### src/rtl/dr_pkg.sv
package dr_pkg;

  // Dual-rail carry: exactly one wire high means resolved.
  typedef struct packed {
    logic one;
    logic zero;
  } rail_t;

  localparam rail_t RAIL_NULL = 2'b00;
  localparam rail_t RAIL_ONE  = 2'b10;
  localparam rail_t RAIL_ZERO = 2'b01;

  typedef enum logic [1:0] {
    LF_AND  = 2'd0,
    LF_OR   = 2'd1,
    LF_XOR  = 2'd2,
    LF_XNOR = 2'd3
  } lfn_e;

  function automatic logic rail_valid(rail_t r);
    return r.one ^ r.zero;
  endfunction

endpackage

### src/rtl/dr_logic_stage.sv
module dr_logic_stage
  import dr_pkg::*;
#(
  parameter int W = 16
) (
  input  logic [W-1:0] a,
  input  logic [W-1:0] b,
  input  logic         bsel,
  input  logic [1:0]   fn,
  output logic [W-1:0] bsrc
);

  logic [W-1:0] fres;

  always_comb begin
    case (lfn_e'(fn))
      LF_AND:  fres = a & b;
      LF_OR:   fres = a | b;
      LF_XOR:  fres = a ^ b;
      default: fres = ~(a ^ b);
    endcase
  end

  assign bsrc = bsel ? fres : b;

endmodule

### src/rtl/dr_group.sv
module dr_group
  import dr_pkg::*;
#(
  parameter int GW = 4
) (
  input  logic [GW-1:0] a,
  input  logic [GW-1:0] bx,
  input  rail_t         cin,
  output logic [GW-1:0] sum,
  output logic          gen1,
  output logic          gen0,
  output logic          prop,
  output rail_t         cout,
  output logic          settled
);

  logic [GW-1:0] g1, g0, p, ok;
  logic [GW:0]   c1, c0, acc1, acc0;

  assign g1 = a & bx;
  assign g0 = ~a & ~bx;
  assign p  = a ^ bx;

  assign c1[0]   = cin.one;
  assign c0[0]   = cin.zero;
  assign acc1[0] = 1'b0;
  assign acc0[0] = 1'b0;

  for (genvar i = 0; i < GW; i++) begin : g_bit
    // ripple on both rails
    assign c1[i+1]   = g1[i] | (p[i] & c1[i]);
    assign c0[i+1]   = g0[i] | (p[i] & c0[i]);
    assign sum[i]    = p[i] ^ c1[i];
    assign ok[i]     = c1[i+1] ^ c0[i+1];
    // group terms independent of carry-in
    assign acc1[i+1] = g1[i] | (p[i] & acc1[i]);
    assign acc0[i+1] = g0[i] | (p[i] & acc0[i]);
  end

  assign gen1    = acc1[GW];
  assign gen0    = acc0[GW];
  assign prop    = &p;
  assign cout    = {c1[GW], c0[GW]};
  assign settled = &ok;

endmodule

### src/rtl/dr_gp_net.sv
module dr_gp_net
  import dr_pkg::*;
#(
  parameter int NG = 4
) (
  input  logic  [NG-1:0] gen1,
  input  logic  [NG-1:0] gen0,
  input  logic  [NG-1:0] prop,
  input  rail_t          seed,
  input  rail_t [NG-1:0] cur,
  output rail_t [NG-1:0] nxt
);

  always_comb begin
    rail_t ci;
    ci  = seed;
    nxt = '0;
    for (int g = 0; g < NG; g++) begin
      nxt[g].one  = gen1[g] | (prop[g] & ci.one);
      nxt[g].zero = gen0[g] | (prop[g] & ci.zero);
      ci = cur[g];
    end
  end

endmodule

### src/rtl/dr_addsub.sv
module dr_addsub
  import dr_pkg::*;
#(
  parameter int WIDTH   = 16,
  parameter int GROUP_W = 4
) (
  input  logic             clk,
  input  logic             rst,
  input  logic             start,
  input  logic             sub,
  input  logic             bsel,
  input  logic [1:0]       lfn,
  input  logic [WIDTH-1:0] a,
  input  logic [WIDTH-1:0] b,
  output logic [WIDTH-1:0] result,
  output logic             cout,
  output logic             done
);

  localparam int NGRP = WIDTH / GROUP_W;

  logic              run_q;
  logic [WIDTH-1:0]  a_q, bx_q, bsrc, sum_w;
  rail_t             seed_q;
  rail_t [NGRP-1:0]  grail_q, grail_nx;
  logic  [NGRP-1:0]  gen1, gen0, prop, settled, resolved;
  rail_t             grp_cin [NGRP];
  rail_t             msb_c   [NGRP];
  logic              accept, complete, illegal;

  dr_logic_stage #(.W(WIDTH)) u_lstage (
    .a(a), .b(b), .bsel(bsel), .fn(lfn), .bsrc(bsrc)
  );

  for (genvar g = 0; g < NGRP; g++) begin : g_grp
    if (g == 0) begin : g_first
      assign grp_cin[g] = seed_q;
    end else begin : g_rest
      assign grp_cin[g] = grail_q[g-1];
    end

    dr_group #(.GW(GROUP_W)) u_group (
      .a      (a_q [g*GROUP_W +: GROUP_W]),
      .bx     (bx_q[g*GROUP_W +: GROUP_W]),
      .cin    (grp_cin[g]),
      .sum    (sum_w[g*GROUP_W +: GROUP_W]),
      .gen1   (gen1[g]),
      .gen0   (gen0[g]),
      .prop   (prop[g]),
      .cout   (msb_c[g]),
      .settled(settled[g])
    );
  end

  dr_gp_net #(.NG(NGRP)) u_net (
    .gen1(gen1), .gen0(gen0), .prop(prop),
    .seed(seed_q), .cur(grail_q), .nxt(grail_nx)
  );

  always_comb begin
    illegal = (seed_q.one & seed_q.zero);
    for (int g = 0; g < NGRP; g++) begin
      resolved[g] = rail_valid(grail_q[g]);
      illegal     = illegal | (grail_q[g].one & grail_q[g].zero);
    end
  end

  assign accept   = start & ~run_q;
  assign complete = (&resolved) & (&settled);

  always_ff @(posedge clk) begin
    if (rst) begin
      run_q   <= 1'b0;
      a_q     <= '0;
      bx_q    <= '0;
      seed_q  <= RAIL_NULL;
      grail_q <= '0;
      result  <= '0;
      cout    <= 1'b0;
      done    <= 1'b0;
    end else if (accept) begin
      run_q   <= 1'b1;
      a_q     <= a;
      bx_q    <= bsrc ^ {WIDTH{sub}};
      seed_q  <= sub ? RAIL_ONE : RAIL_ZERO;
      grail_q <= '0;
      done    <= 1'b0;
    end else if (run_q) begin
      grail_q <= grail_nx;
      if (complete) begin
        run_q  <= 1'b0;
        result <= sum_w;
        cout   <= grail_q[NGRP-1].one;
        done   <= 1'b1;
      end
    end
  end

  // ---------------- assertions ----------------
  p_rails_legal_r8: assert property (@(posedge clk) disable iff (rst)
    !illegal);

  p_spacer_after_start_r7: assert property (@(posedge clk) disable iff (rst)
    accept |=> (grail_q == '0));

  p_seed_sub_r13: assert property (@(posedge clk) disable iff (rst)
    (accept && sub) |=> (seed_q == RAIL_ONE));

  p_seed_add_r13: assert property (@(posedge clk) disable iff (rst)
    (accept && !sub) |=> (seed_q == RAIL_ZERO));

  p_done_resolved_r9: assert property (@(posedge clk) disable iff (rst)
    done |-> ((&resolved) && (&settled)));

  p_no_early_done_r9: assert property (@(posedge clk) disable iff (rst)
    (run_q && !complete) |=> !done);

  p_hold_r10: assert property (@(posedge clk) disable iff (rst)
    (done && !start) |=> (done && $stable(result) && $stable(cout)));

  p_busy_ignore_r6: assert property (@(posedge clk) disable iff (rst)
    (run_q && start) |=> ($stable(a_q) && $stable(bx_q)));

  p_done_drop_r11: assert property (@(posedge clk) disable iff (rst)
    (done && start) |=> !done);

  for (genvar g = 0; g < NGRP; g++) begin : g_chk
    p_lookahead_match_r12: assert property (@(posedge clk) disable iff (rst)
      resolved[g] |-> (grail_q[g] == msb_c[g]));
  end

endmodule

### config.mk
export PLATFORM = sky130hd
export DESIGN_NAME = dr_addsub
export DESIGN_NICKNAME = d
export VERILOG_FILES = /design/src/rtl/dr_pkg.sv /design/src/rtl/dr_logic_stage.sv /design/src/rtl/dr_group.sv /design/src/rtl/dr_gp_net.sv /design/src/rtl/dr_addsub.sv
export SDC_FILE = /design/constraint.sdc
export NUM_CORES = 1
export LEC_CHECK = 0
export ABC_AREA = 1
export BUFFER_PORTS_ARGS = -buffer_cell sky130_fd_sc_hd__buf_2
export CELL_PAD_IN_SITES_DETAIL_PLACEMENT = 1
export CELL_PAD_IN_SITES_GLOBAL_PLACEMENT = 2
export CORE_ASPECT_RATIO = 0.9
export CORE_MARGIN = 1.5
export CORE_UTILIZATION = 36
export DETAILED_ROUTE_END_ITERATION = 8
export PLACE_DENSITY = 0.85
export SLEW_MARGIN = 20
export SYNTH_ARGS = -nofsm -noshare
export SYNTH_HDL_FRONTEND = slang
export SYNTH_SLANG_ARGS = --single-unit
### constraint.sdc
create_clock -name clk -period 8.9 [get_ports clk]
set_input_delay 0.445 -clock clk [delete_from_list [all_inputs] [get_ports clk]]
set_output_delay 0.445 -clock clk [all_outputs]
set_load 0.02 [all_outputs]
-- Word level (Yosys, flattened, before mapping)
Cells that the tools add are included.
- register bits: 61
- output and inout port bits: 18
- logic and storage cells: 227
- equal/unequal tests: 2
- muxes and demuxes: 6
- bitwise gates (word level): 193
- reduce and logical (&&, ||, !) cells: 10
- operator list (kind ; number):
    AND 1 bit ; 66
    OR 1 bit ; 64
    one-hot mux 16 bit (3 select lines) ; 1
    bitwise XOR 1 bit ; 36
    AND 4 bit ; 8
    inverter 4 bit ; 8
    bitwise XOR 16 bit ; 2
    AND reduction 4 bit ; 5
    AND 16 bit ; 1
    2-to-1 mux 16 bit ; 1
    inverter 16 bit ; 1
    OR 16 bit ; 1
    AND reduction 16 bit ; 1
    bitwise XOR 4 bit ; 4
    2-to-1 mux 1 bit ; 3
    AND reduction 3 bit ; 1
    equality test 2 x 1 -> 1 bit (second input constant) ; 1
    equality test 2 bit (second input constant) ; 1
    zero test 2 bit ; 1
    2-to-1 mux 2 bit ; 1
    inverter 1 bit ; 2
    AND reduction 2 bit ; 1
    OR reduction 2 bit ; 1

-- Longest topological paths before layout
- word-level depth: 15
- depth in mapped cells: 18
- depth with buffers taken out: 17

-- Modules after synthesis
A second synthesis with hierarchy kept.
- cells, all modules: 905
- area, all modules: 5775.5 um^2
- by module, submodules not included (module ; instances ; cells each ; area each (um^2)):
    dr_addsub ; 1 ; 380 ; 2645.0
    dr_group ; 4 ; 63 ; 415.4
    dr_logic_stage ; 1 ; 249 ; 1378.8
    dr_gp_net ; 1 ; 24 ; 90.1

-- Worst setup path after synthesis
No wires, ideal clock.
- path type: register to register
- start: reg a_q[12]
- end: reg run_q
- data arrival time: 2.693 ns
- slack: 6.091 ns
- stages on the path, launching flop included: 12
- path buffers: 1
- period minus slack after synthesis: 2.809 ns
- cells stage by stage: dfxtp_1 fa_1 fa_1 fa_1 fa_1 nand2_1 nand2_1 nor2_2 nand3_4 buf_2 o211ai_1 inv_1
- cells in the longest elaborated chain, start to end: 15
- elaborated cells between the ends (all ways): 29
- those cells by class: mux: 3; bitwise: 25; reduce/logical: 1
- ends and longest elaborated chain (item ; RTL line ; source):
    start, declared ; dr_addsub.sv:23 ; logic [WIDTH-1:0] a_q, bx_q, bsrc, sum_w;
    start signal, assigned ; dr_addsub.sv:74 ; a_q <= '0;
    start signal, assigned ; dr_addsub.sv:83 ; a_q <= a;
    bitwise XOR 4 bit / inverter 4 bit (equally long branches) ; dr_group.sv:22, dr_group.sv:21 ;
    AND 1 bit, or another cell as far along ; dr_group.sv:31 ; assign c1[i+1] = g1[i] | (p[i] & c1[i]);
    OR 1 bit, on equally long branches ; dr_group.sv:31, dr_group.sv:32 ;
    AND 1 bit, on equally long branches ; dr_group.sv:31, dr_group.sv:32 ;
    OR 1 bit, on equally long branches ; dr_group.sv:31, dr_group.sv:32 ;
    AND 1 bit, on equally long branches ; dr_group.sv:31, dr_group.sv:32 ;
    OR 1 bit, on equally long branches ; dr_group.sv:31, dr_group.sv:32 ;
    AND 1 bit, on equally long branches ; dr_group.sv:31, dr_group.sv:32 ;
    OR 1 bit, on equally long branches ; dr_group.sv:31, dr_group.sv:32 ;
    bitwise XOR 1 bit ; dr_group.sv:34 ; assign ok[i] = c1[i+1] ^ c0[i+1];
    AND reduction 16 bit * ; dr_addsub.sv:69 ; assign complete = (&resolved) & (&settled);
    AND 1 bit * ; dr_addsub.sv:69 ;
    2-to-1 mux 1 bit * ; dr_addsub.sv:90 ; if (complete) begin
    2-to-1 mux 1 bit * ; dr_addsub.sv:88 ; end else if (run_q) begin
    2-to-1 mux 1 bit * ; dr_addsub.sv:81 ; end else if (accept) begin
    end signal, assigned ; dr_addsub.sv:73 ; run_q <= 1'b0;
    end signal, assigned ; dr_addsub.sv:82 ; run_q <= 1'b1;
    end signal, assigned ; dr_addsub.sv:91 ; run_q <= 1'b0;
    end, declared ; dr_addsub.sv:22 ; logic run_q;
Every way passes the cells marked *; elsewhere a longest branch is shown, timed or not.
A chain may end at the register's enable or synchronous reset.

-- Worst setup path in the final report
- start: reg a_q[12]
- end: reg result[9]
- cells in the longest elaborated chain, start to end: 13
- elaborated cells between the ends (all ways): 27
- those cells by class: bitwise: 25; reduce/logical: 2
- ends and longest elaborated chain (item ; RTL line ; source):
    bitwise XOR 4 bit / inverter 4 bit (equally long branches) ; dr_group.sv:22, dr_group.sv:21 ;
    AND 1 bit, or another cell as far along ; dr_group.sv:31 ;
    OR 1 bit, on equally long branches ; dr_group.sv:31, dr_group.sv:32 ;
    AND 1 bit, on equally long branches ; dr_group.sv:31, dr_group.sv:32 ;
    OR 1 bit, on equally long branches ; dr_group.sv:31, dr_group.sv:32 ;
    AND 1 bit, on equally long branches ; dr_group.sv:31, dr_group.sv:32 ;
    OR 1 bit, on equally long branches ; dr_group.sv:31, dr_group.sv:32 ;
    AND 1 bit, on equally long branches ; dr_group.sv:31, dr_group.sv:32 ;
    OR 1 bit, on equally long branches ; dr_group.sv:31, dr_group.sv:32 ;
    bitwise XOR 1 bit ; dr_group.sv:34 ;
    AND reduction 16 bit * ; dr_addsub.sv:69 ;
    AND 1 bit * ; dr_addsub.sv:69 ;
    AND reduction 3 bit (no source line) * ; -- ;
    end signal, assigned ; dr_addsub.sv:92 ; result <= sum_w;
    end, declared ; dr_addsub.sv:15 ; output logic [WIDTH-1:0] result,
Marks and branches as above.

==> impl_metrics.ini <==
[layout]
syn_to_final_growth_pct = 14.0
layout.nets = 846
final_cell_mix = 142 x nand2_1, 117 x inv_1, 80 x o21ai_0
layout_commonest_cell = nand2_1
n_antenna_cell = 0
final_layout_size_suffix_gt1_share_pct = 11.1

[run]
max_cap_viol_count = 0

[timing]
tns_ns = 0
timing.final.crit_share_pct = 36.3
min_period_ns = 3.24
timing.fmax_ghz = 0.309
drv_slew = 0
worst_pin_slew_ns = 1.06
setup_violations = 0
hold_violations = 0
whs_ns = 0.358
slew_headroom_pct = 29.2
fin_skew_ns = 0.00653
rsz0062_at_grt = false

[detailed_routing]
drt_first_pass_iters = 4
viasPerCell = 4.94
dr.max_layer_used = met4
route.detailed.drc = 0
ant_nets = 0
wire_per_inst_um = 15.0
wl_met2_um = 5940
routed_wl_um = 13400
met3WireLength_um = 433
met1_length_um = 6790
drt_iter0_drc = 172
num_vias = 4414

[critical_path]
crit_type = register to register
crit_required_ns = 9.12
cp-startpoint = a_q[12]
start_kind = register
critPathMaxFanout = 36
setup.worst_path.end = result[9]
cp.arrival_ns = 3.46
rr_worst_depth = 10
r2r_start = a_q[12]
r2r_setup_slack_ns = 5.66
r2r_end = result[9]
endpoint_kind = register

[floorplanning]
die-area_um2 = 13900
initial_core_util_pct = 37.2
io_pins = 57
die_h_um = 112
core_um2 = 12800
die_x_um = 124
rows = 39

[global_routing]
grt-ovfl-total = 0
first_global_vias = 4590
antenna_found_initial = 0
grt.total_usage_pct = 20.7
grt_max_degree = 53
grt_pass1_wl_um = 22300

[clock_network]
clk_pin_slew_ns = 0.05
post_cts_buffers = 0
clkLatencyLatePin_ns = 0.33
cts_buffers = 9
clock_path_buffers = 2
cts_tree = yes
postCtsHoldBufs = 0
h-tree-depth = 3
clkSinkCount = 61
cts_resized = 0
clockRootBuffer = clkbuf_16

[run_status]
outcome = finished clean

[power]
power.density_nw_per_um2 = 155
p_leak_nw = 2.81
ir_drop_uv = 75.9

[place]
hpwlAfterDp_um = 10500
gp_congestion = 0.881
io_buffers = 56

[synth]
synth_warnings = 0
syn_area_um2 = 4750
synth_cell_types = 27
ys_ff_latch = 61
netlist_instances = 679
syn-num-nets = 798
ys_seq_area_share_pct = 25.7
syn_area_per_cell_um2 = 7.00

[hold_path]
hold_path.class = primary input to register
-- cell families (layout without fill, tap and decap cells) --
group           Yosys count  in the layout  synth area share, %
buf+inv                 141            191                 11.5
flops                    61             61                 25.7
fa+ha+maj                80             80                 23.6
simple gates            242            242                 20.6
compound gates          154            154                 18.5
xor+xnor                  1              1                0.184
-- worst min path at each step --
stage          endpoint  depth (start not counted)  startpoint  slack [ns]
3_5_place_dp       done                          2        done        0.46
2_1_floorplan      cout                          2  grail_q[7]        0.49
4_1_cts           run_q                          3       start        0.35
5_1_grt           run_q                          3       start        0.40
3_3_place_gp       done                          2        done        0.45
6_report          run_q                          3       start        0.36
-- worst max-delay path: stages, from the launching register on --
cell     delay, ns
dfxtp_1       0.36
fa_1          0.50
fa_1          0.45
fa_1          0.49
fa_1          0.42
nand2_1       0.09
nand2_1       0.06
nor2_2        0.12
nand3_4       0.33
nor2_1        0.23
nor2_1        0.07
-- registers in the layout, summed over array words and instances, names as in the netlist --
signal	flops
cout	1
done	1
grp_cin	2
run_q	1
result	16
bx_q	16
grail_q	8
a_q	16
-- synth_stat cells --
library cell  number  area [µm²]
dfxtp_1           61        1220
o21bai_1           2        15.0
a21oi_1           28         140
nor2_2             4        25.0
buf_6              2        22.5
fa_1              16         320
nand3_4            1        17.5
buf_2              3        15.0
nand2_1          142         533
nand3b_1           6        45.0
inv_1            117         439
ha_1              64         801
o21ai_0           80         400
a21o_1             2        15.0
nand3_1           14        70.1
or2_2              1        6.26
xor2_1             1        8.76
o22ai_1            2        12.5
clkbuf_1          17        63.8
a31oi_1            6        37.5
inv_2              1        3.75
nor2_1            73         274
clkinv_1           1        3.75
o211ai_1          29         218
a211oi_1           4        30.0
nand2b_1           1        6.26
a21oi_2            1        8.76
-- cell type report --
| type | count | area (µm²) |
|---|---|---|
| Tap cell | 164 | 205 |
| Sequential cell | 61 | 1220 |
| Inverter | 119 | 447 |
| Fill cell | 1653 | 7370 |
| Timing Repair Buffer | 59 | 303 |
| Multi-Input combinational cell | 477 | 2990 |
| Clock buffer | 10 | 239 |
| Clock inverter | 3 | 15.0 |
-- metal layers --
| layer | track usage [%] | vias to the layer above |
|---|---|---|
| met5 | 0 | - |
| met4 | 7.27 | 0 |
| met3 | 2.34 | 11 |
| met2 | 33.2 | 70 |
| met1 | 28.7 | 2079 |
| li1 | - | 2254 |
-- through the flow --
stage               instances  util, %  power [mW]  setup WS, ns  instance area (µm²)
floorplan                 679        -       0.460          6.09                 4750
global placement          880     40.4       0.526          5.73                 5160
detailed placement        880     40.4       0.536          5.65                 5160
CTS                       893     42.4       0.848          5.62                 5420
global route              893     42.4       0.891          5.43                 5420
finish                    893     42.4       0.839          5.66                 5420
-- where the power goes --
group          internal (mW)  leakage [nW]  switching [mW]
Clock                  0.189         0.130           0.120
Combinational         0.0802          2.18           0.134
Sequential             0.292         0.501          0.0241
Power figures use the tool's default switching activity.
